$ cat src/rtl/scu_pkg.sv
`timescale 1ns/1ps
package scu_pkg;
    localparam int REG_W   = 16;
    localparam int NPIN    = 9;
    localparam int NFLAG   = 6;
    localparam int NLINE   = 2;

    typedef enum logic [1:0] {
        ADDR_CTL0 = 2'd0,
        ADDR_CTL1 = 2'd1,
        ADDR_STAT = 2'd2,
        ADDR_NONE = 2'd3
    } reg_addr_e;

    // live vector index == status bit position
    localparam int P_PWR  = 0;
    localparam int P_WAIT = 1;
    localparam int P_WP   = 2;
    localparam int P_RDY  = 3;
    localparam int P_BVD1 = 4;
    localparam int P_BVD2 = 5;
    localparam int P_CD1  = 6;
    localparam int P_CD2  = 7;
    localparam int P_IREQ = 8;

    localparam int C0_MODE   = 0;
    localparam int C0_IOLINE = 3;
    localparam int C0_IOEN   = 4;
    localparam int C0_EN_LO  = 6;
    localparam int C0_SCLINE = 12;
    localparam int C1_DIAG   = 8;
    localparam int C1_OVR_LO = 9;
    localparam int C1_OVR_HI = 14;

    localparam int ST_FLAG_LO = 8;
    localparam int ST_SUM     = 14;
    localparam int ST_IO      = 15;
endpackage

$ cat src/rtl/scu_sync.sv
`timescale 1ns/1ps
module scu_sync #(
    parameter int WIDTH  = 9,
    parameter int STAGES = 2
) (
    input  logic             clk,
    input  logic             rst_n,
    input  logic [WIDTH-1:0] d,
    output logic [WIDTH-1:0] q
);
    logic [STAGES-1:0][WIDTH-1:0] chain_q;

    always_ff @(posedge clk or negedge rst_n) begin
        if (!rst_n) begin
            chain_q <= '0;
        end else begin
            chain_q[0] <= d;
            for (int i = 1; i < STAGES; i++) begin
                chain_q[i] <= chain_q[i-1];
            end
        end
    end

    assign q = chain_q[STAGES-1];
endmodule

$ cat src/rtl/scu_flags.sv
`timescale 1ns/1ps
module scu_flags #(
    parameter int NFLAG = 6
) (
    input  logic             clk,
    input  logic             rst_n,
    input  logic [NFLAG-1:0] set_ev,
    input  logic [NFLAG-1:0] clr,
    output logic [NFLAG-1:0] flag_q
);
    logic [NFLAG-1:0] flag_d;

    always_comb begin
        flag_d = (flag_q & ~clr) | set_ev;
    end

    always_ff @(posedge clk or negedge rst_n) begin
        if (!rst_n) flag_q <= '0;
        else        flag_q <= flag_d;
    end

    for (genvar i = 0; i < NFLAG; i++) begin : g_chk
        p_sticky_r3: assert property (@(posedge clk) disable iff (!rst_n)
            (flag_q[i] && !clr[i]) |=> flag_q[i]);
        p_w1c_r4: assert property (@(posedge clk) disable iff (!rst_n)
            (clr[i] && !set_ev[i]) |=> !flag_q[i]);
        p_set_wins_r5: assert property (@(posedge clk) disable iff (!rst_n)
            set_ev[i] |=> flag_q[i]);
    end
endmodule

$ cat src/rtl/scu_route.sv
`timescale 1ns/1ps
module scu_route #(
    parameter int NLINE  = 2,
    localparam int LINE_W = (NLINE > 1) ? $clog2(NLINE) : 1
) (
    input  logic              clk,
    input  logic              rst_n,
    input  logic              sc_req,
    input  logic [LINE_W-1:0] sc_line,
    input  logic              io_req,
    input  logic [LINE_W-1:0] io_line,
    output logic [NLINE-1:0]  irq_n
);
    for (genvar l = 0; l < NLINE; l++) begin : g_line
        always_ff @(posedge clk or negedge rst_n) begin
            if (!rst_n) irq_n[l] <= 1'b1;
            else        irq_n[l] <= ~((sc_req && (sc_line == LINE_W'(l))) ||
                                      (io_req && (io_line == LINE_W'(l))));
        end

        p_sc_route_r10: assert property (@(posedge clk) disable iff (!rst_n)
            (sc_req && (sc_line == LINE_W'(l))) |=> !irq_n[l]);
        p_io_route_r10: assert property (@(posedge clk) disable iff (!rst_n)
            (io_req && (io_line == LINE_W'(l))) |=> !irq_n[l]);
    end

    p_idle_high_r10: assert property (@(posedge clk) disable iff (!rst_n)
        (!sc_req && !io_req) |=> (irq_n == {NLINE{1'b1}}));
endmodule

$ cat src/rtl/scu_socket_irq.sv
`timescale 1ns/1ps
module scu_socket_irq
    import scu_pkg::*;
#(
    parameter int SYNC_STAGES = 2
) (
    input  logic              clk,
    input  logic              rst_n,
    input  logic              reg_we,
    input  logic [1:0]        reg_addr,
    input  logic [REG_W-1:0]  reg_wdata,
    output logic [REG_W-1:0]  reg_rdata,
    input  logic              pin_cd1,
    input  logic              pin_cd2,
    input  logic              pin_bvd1,
    input  logic              pin_bvd2,
    input  logic              pin_rdy,
    input  logic              pin_wp,
    input  logic              pin_wait,
    input  logic              pin_pwr,
    input  logic              pin_ireq,
    input  logic              access_timeout,
    output logic [NLINE-1:0]  host_irq_n
);
    localparam int OVR_W = C1_OVR_HI - C1_OVR_LO + 1;

    reg_addr_e        addr_e;
    logic [REG_W-1:0] ctl0_q, ctl1_q, status_w;
    logic [NPIN-1:0]  pins_raw, pins_sync, live, live_prev_q, edge_w;
    logic [NFLAG-1:0] set_ev, clr, flag_q, armed;
    logic             sc_req, io_posted, io_req;

    assign addr_e   = reg_addr_e'(reg_addr);
    assign pins_raw = {pin_ireq, pin_cd2, pin_cd1, pin_bvd2, pin_bvd1,
                       pin_rdy, pin_wp, pin_wait, pin_pwr};

    // control and diagnostic words
    always_ff @(posedge clk or negedge rst_n) begin
        if (!rst_n) begin
            ctl0_q <= '0;
            ctl1_q <= '0;
        end else if (reg_we) begin
            if (addr_e == ADDR_CTL0) ctl0_q <= reg_wdata;
            if (addr_e == ADDR_CTL1) ctl1_q <= reg_wdata;
        end
    end

    scu_sync #(.WIDTH(NPIN), .STAGES(SYNC_STAGES)) u_sync (
        .clk (clk),
        .rst_n (rst_n),
        .d   (pins_raw),
        .q   (pins_sync)
    );

    // diagnostic substitution of wait .. card-detect 1
    always_comb begin
        live = pins_sync;
        if (ctl1_q[C1_DIAG]) begin
            live[P_CD1:P_WAIT] = ctl1_q[C1_OVR_HI:C1_OVR_LO];
        end
    end

    always_ff @(posedge clk or negedge rst_n) begin
        if (!rst_n) live_prev_q <= '0;
        else        live_prev_q <= live;
    end

    assign edge_w = live ^ live_prev_q;

    // flag index i lives at status bit ST_FLAG_LO + i
    assign set_ev = {edge_w[P_CD1] | edge_w[P_CD2], edge_w[P_BVD2], edge_w[P_BVD1],
                     edge_w[P_RDY], edge_w[P_WP], access_timeout};
    assign clr    = (reg_we && (addr_e == ADDR_STAT)) ?
                    reg_wdata[ST_FLAG_LO +: NFLAG] : '0;

    scu_flags #(.NFLAG(NFLAG)) u_flags (
        .clk    (clk),
        .rst_n  (rst_n),
        .set_ev (set_ev),
        .clr    (clr),
        .flag_q (flag_q)
    );

    assign armed     = flag_q & ctl0_q[C0_EN_LO +: NFLAG];
    assign sc_req    = |armed;
    assign io_posted = ctl0_q[C0_MODE] & live[P_IREQ];
    assign io_req    = io_posted & ctl0_q[C0_IOEN];
    assign status_w  = {io_posted, sc_req, flag_q, live[P_CD2:P_PWR]};

    always_comb begin
        unique case (addr_e)
            ADDR_CTL0: reg_rdata = ctl0_q;
            ADDR_CTL1: reg_rdata = ctl1_q;
            ADDR_STAT: reg_rdata = status_w;
            ADDR_NONE: reg_rdata = '0;
            default:   reg_rdata = '0;
        endcase
    end

    scu_route #(.NLINE(NLINE)) u_route (
        .clk     (clk),
        .rst_n   (rst_n),
        .sc_req  (sc_req),
        .sc_line (ctl0_q[C0_SCLINE]),
        .io_req  (io_req),
        .io_line (ctl0_q[C0_IOLINE]),
        .irq_n   (host_irq_n)
    );

    p_mem_bit15_r6: assert property (@(posedge clk) disable iff (!rst_n)
        !ctl0_q[C0_MODE] |-> !status_w[ST_IO]);
    p_diag_view_r9: assert property (@(posedge clk) disable iff (!rst_n)
        ctl1_q[C1_DIAG] |-> (status_w[P_CD1:P_WAIT] == ctl1_q[C1_OVR_HI -: OVR_W]));
    p_timeout_r8: assert property (@(posedge clk) disable iff (!rst_n)
        access_timeout |=> status_w[ST_FLAG_LO]);
    p_none_zero_r1: assert property (@(posedge clk) disable iff (!rst_n)
        (addr_e == ADDR_NONE) |-> (reg_rdata == '0));
endmodule

$ cat config.mk
export PLATFORM = sky130hd
export DESIGN_NAME = scu_socket_irq
export DESIGN_NICKNAME = d
export VERILOG_FILES = /design/src/rtl/scu_pkg.sv /design/src/rtl/scu_sync.sv /design/src/rtl/scu_flags.sv /design/src/rtl/scu_route.sv /design/src/rtl/scu_socket_irq.sv
export SDC_FILE = /design/constraint.sdc
export NUM_CORES = 1
export LEC_CHECK = 0
export BUFFER_PORTS_ARGS = -buffer_cell sky130_fd_sc_hd__buf_2
export CAP_MARGIN = 20
export CORE_MARGIN = 8
export CORE_UTILIZATION = 40
export DETAILED_ROUTE_END_ITERATION = 16
export SKIP_CTS_REPAIR_TIMING = 1
export SYNTH_ARGS = -nofsm -noshare
export SYNTH_HDL_FRONTEND = slang
export SYNTH_SLANG_ARGS = --single-unit
$ cat constraint.sdc
create_clock -name clk -period 1.63 [get_ports clk]
set_input_delay 0.0815 -clock clk [delete_from_list [all_inputs] [get_ports clk]]
set_output_delay 0.0815 -clock clk [all_outputs]
set_load 0.01 [all_outputs]
==> flow_summary.yaml <==
synth:
  synth-edff-count: 0
  postSynthAreaPerCell_um2: 14.24
  syn-num-nets: 224
  netlist.area_leader.share_pct: 56.44
  yosys_warnings: 0
  synthArstFlopShare_pct: 100.0
  synthTopCellsByArea: "dfrtp_1 (56%), mux2_4 (8.7%), mux2i_1 (5.8%)"
  ys.flop_type: "dfrtp_1"
  ys_types: 29
  netlist_area_mm2: 0.002749
  synth.most_common_cell: "dfrtp_1"
  syn_inst: 193
  yosysTopAreaCell: "dfrtp_1"
  yosysSeqAreaShare_pct: 58.35
  ys_ff_latch: 64
  synth_common_cells: "dfrtp_1 (62), mux2_4 (16), mux2i_1 (16), nand2_1 (16), mux2_1 (14)"
clock_network:
  clk_path_buf_depth: 2
  clock-root-buffer: "clkbuf_8"
  cts-htree-levels: 3
  cts_tree: "yes"
  clock_latency_ns: 0.33
  numCtsBuffers: 9
  cts_sinks: 64
  clk_pin_slew_worst_paths_ns: 0.07
worst_setup_path:
  worst-path-stages: 3
  timing.rr.start: "ctl1_q[8]"
  rrSetupSlack_ns: 0.32
  cp_cell_sequence: "mux2i_2 > o22ai_1 > buf_2"
  slowest_delay_ns: 0.54
  cp_top_family: "flip-flops"
  cp_slowest_cell: "dfrtp_2"
  reg2reg_depth: 3
  cp-end-kind: "output port"
  worstSetupPathType: "flop to output port"
  start_kind: "flop"
  r2r_end: "u_flags.flag_q[5]"
  critical_path_peak_fanout: 8
  arrival_ns: 1.50
  required_ns: 1.55
  critPathBufInv: 1
place:
  io_buffers: 48
  dpl.cell_count: 318
  gp_congestion: 0.7531
  hpwl_mm: 4.128
floorplan:
  num_rows: 30
  start_util_pct: 40.91
  die_width_um: 98.90
  die_h_um: 98.90
  pin_count: 49
  design.core.area_mm2: 0.006719
  die_area_mm2: 0.009781
power_and_ir_drop:
  leakage_nw: 1.646
  peakVddDrop_mv: 0.3629
  power.density_mw_per_mm2: 1167
  power_frac_seq_pct: 48.8
  swShare_pct: 27.03
  pwr-share-clk_pct: 31.8
  p_sw_mw: 1.099
  p_comb_share_pct: 19.4
  finalPower_mw: 4.065
  cellInternalPower_mw: 2.966
timing:
  timing.fmax_ghz: 0.6319
  holdWs_ns: -0.008512
  worst_slew_pin_slew_ns: 0.3595
  period_minus_slack_ns: 1.582
  skew_ns: 0.007178
  finalHoldViolCount: 1
  max_slew_margin_pct: 76.03
  setup_violations: 0
  rsz0062_at_grt: "yes"
  maxSlewViolCount: 0
  period_share_pct: 97.08
hold_path:
  hold_depth: 2
  holdCritStartpoint: "reg_wdata[14]"
  hold_class: "input port to flop"
  hold_end: "ctl0_q[14]"
route:
  ant_nets: 0
  wl_mm: 5.959
  drtPass1Iterations: 4
  first_iter_violations: 47
  viasPerCell: 4.874
  wl_per_cell_um: 16.65
  drc_errors: 0
  vias: 1745
global_route:
  grt.total_usage_pct: 12.60
  grt_pass1_vias: 1823
  grt_max_degree: 65
  grt_overflow: 0
  grt_pass1_wl_mm: 9.473
  antenna_found_initial: 0
cells_and_area:
  drive_gt1_share_pct: 37.05
  layout.nets: 304
  final_cells: 358
  diodes: 0
  utilization_pct: 51.82
  area_growth_pct: 26.67
  fill_cells: 603
run_status:
  status: "complete, but fails checks"
  violations: "negative hold slack"
job:
  max-cap-violations: 0
## power groups by stage
stage / logic [mW] / registers [mW] / clock network (mW)
final: 0.790 / 1.98 / 1.29
after global routing: 0.874 / 2.01 / 1.40
after CTS: 0.737 / 1.99 / 1.33
after detailed placement: 0.734 / 2.02 / 0
after global placement: 0.723 / 2.01 / 0
after floorplan: 0.532 / 1.96 / 0
## per-stage QoR
step	instance area, um^2	TNS, ns	setup slack, ns
3_3_place_gp	3059	0	0.2067
2_1_floorplan	2749	0	0.4545
6_report	3482	0	0.04753
4_1_cts	3246	-0.6230	-0.1485
5_1_grt	3482	-0.04100	-0.02606
3_5_place_dp	3059	0	0.1407
## worst max path at each step
stage	start	end	slack [ns]
after floorplan	ctl1_q[8]	u_flags.flag_q[5]	0.45
after global placement	ctl1_q[8]	u_flags.flag_q[5]	0.21
after detailed placement	ctl1_q[8]	u_flags.flag_q[5]	0.14
after CTS	ctl1_q[8]	reg_rdata[3]	-0.15
after global routing	ctl1_q[8]	reg_rdata[5]	-0.03
final	ctl1_q[8]	reg_rdata[3]	0.05
## state kept, by name (all words and copies together) (netlist names)
name            cells
ctl0_q             16
ctl1_q             16
u_flags.flag_q      6
u_route.irq_n       2
u_sync.q            9
live_prev_q         6
u_sync.chain_q      9
## worst reg2reg max path, stage by stage, from the launching register on
cell and delay, ns:
dfrtp_2 0.54, mux2i_4 0.31, xnor2_1 0.08, a211o_1 0.26
## routing by layer
metal	routed length [um]	global-route usage, %	up-vias
met2	2838	19.44	31
met4	108	6.730	0
li1	-	-	831
met1	2788	15.86	874
met5	0	0	-
met3	223	3.171	9
## cells by family after synthesis
group	count (synthesis)	share of synthesized area [%]
AND/OR/NAND/NOR	26	5.144
multiplexers	51	23.12
XOR/XNOR	6	1.912
flip-flops	64	58.35
buffers and inverters	17	4.415
AO/OA/AOI/OAI	29	7.055
## cells in the final DEF, fill, tap and decap left out
cell type | synthesis | layout
buf_2 | 4 | 48
nor3_1 | 1 | 1
xor2_1 | 1 | 1
mux2i_1 | 16 | 16
a22oi_1 | 3 | 3
clkinv_2 | 0 | 5
mux2_1 | 14 | 14
nand3_1 | 2 | 2
a211o_1 | 1 | 1
nor2b_1 | 1 | 1
o22a_1 | 2 | 2
nand2b_1 | 2 | 2
dfrtp_1 | 62 | 61
xnor2_1 | 5 | 5
clkinvlp_4 | 0 | 1
buf_12 | 0 | 1
and3b_1 | 1 | 1
mux2i_2 | 4 | 4
mux2_4 | 16 | 16
buf_4 | 0 | 10
and3_4 | 0 | 1
o22ai_1 | 6 | 6
o21ai_1 | 11 | 11
clkbuf_8 | 0 | 9
nand3b_4 | 1 | 1
a21o_1 | 5 | 5
dfrtp_2 | 0 | 1
nor3b_2 | 1 | 1
a221oi_2 | 1 | 1
dlygate4sd3_1 | 0 | 20
nand2_1 | 16 | 16
dfstp_2 | 2 | 2
inv_1 | 7 | 7
bufinv_16 | 0 | 1
mux2i_4 | 1 | 1
## final cells by class
cell class,instances,area [um^2],share of cell area (%)
multi-input cells,112,1028,29.54
flip-flops and latches,64,1605,46.10
inverters,7,26.28,0.7546
clock buffers,9,123.9,3.557
well taps,80,100.1,2.875
repair buffers,79,535.5,15.38
clock inverters,7,62.56,1.797
(Power assumes the default switching activity.)
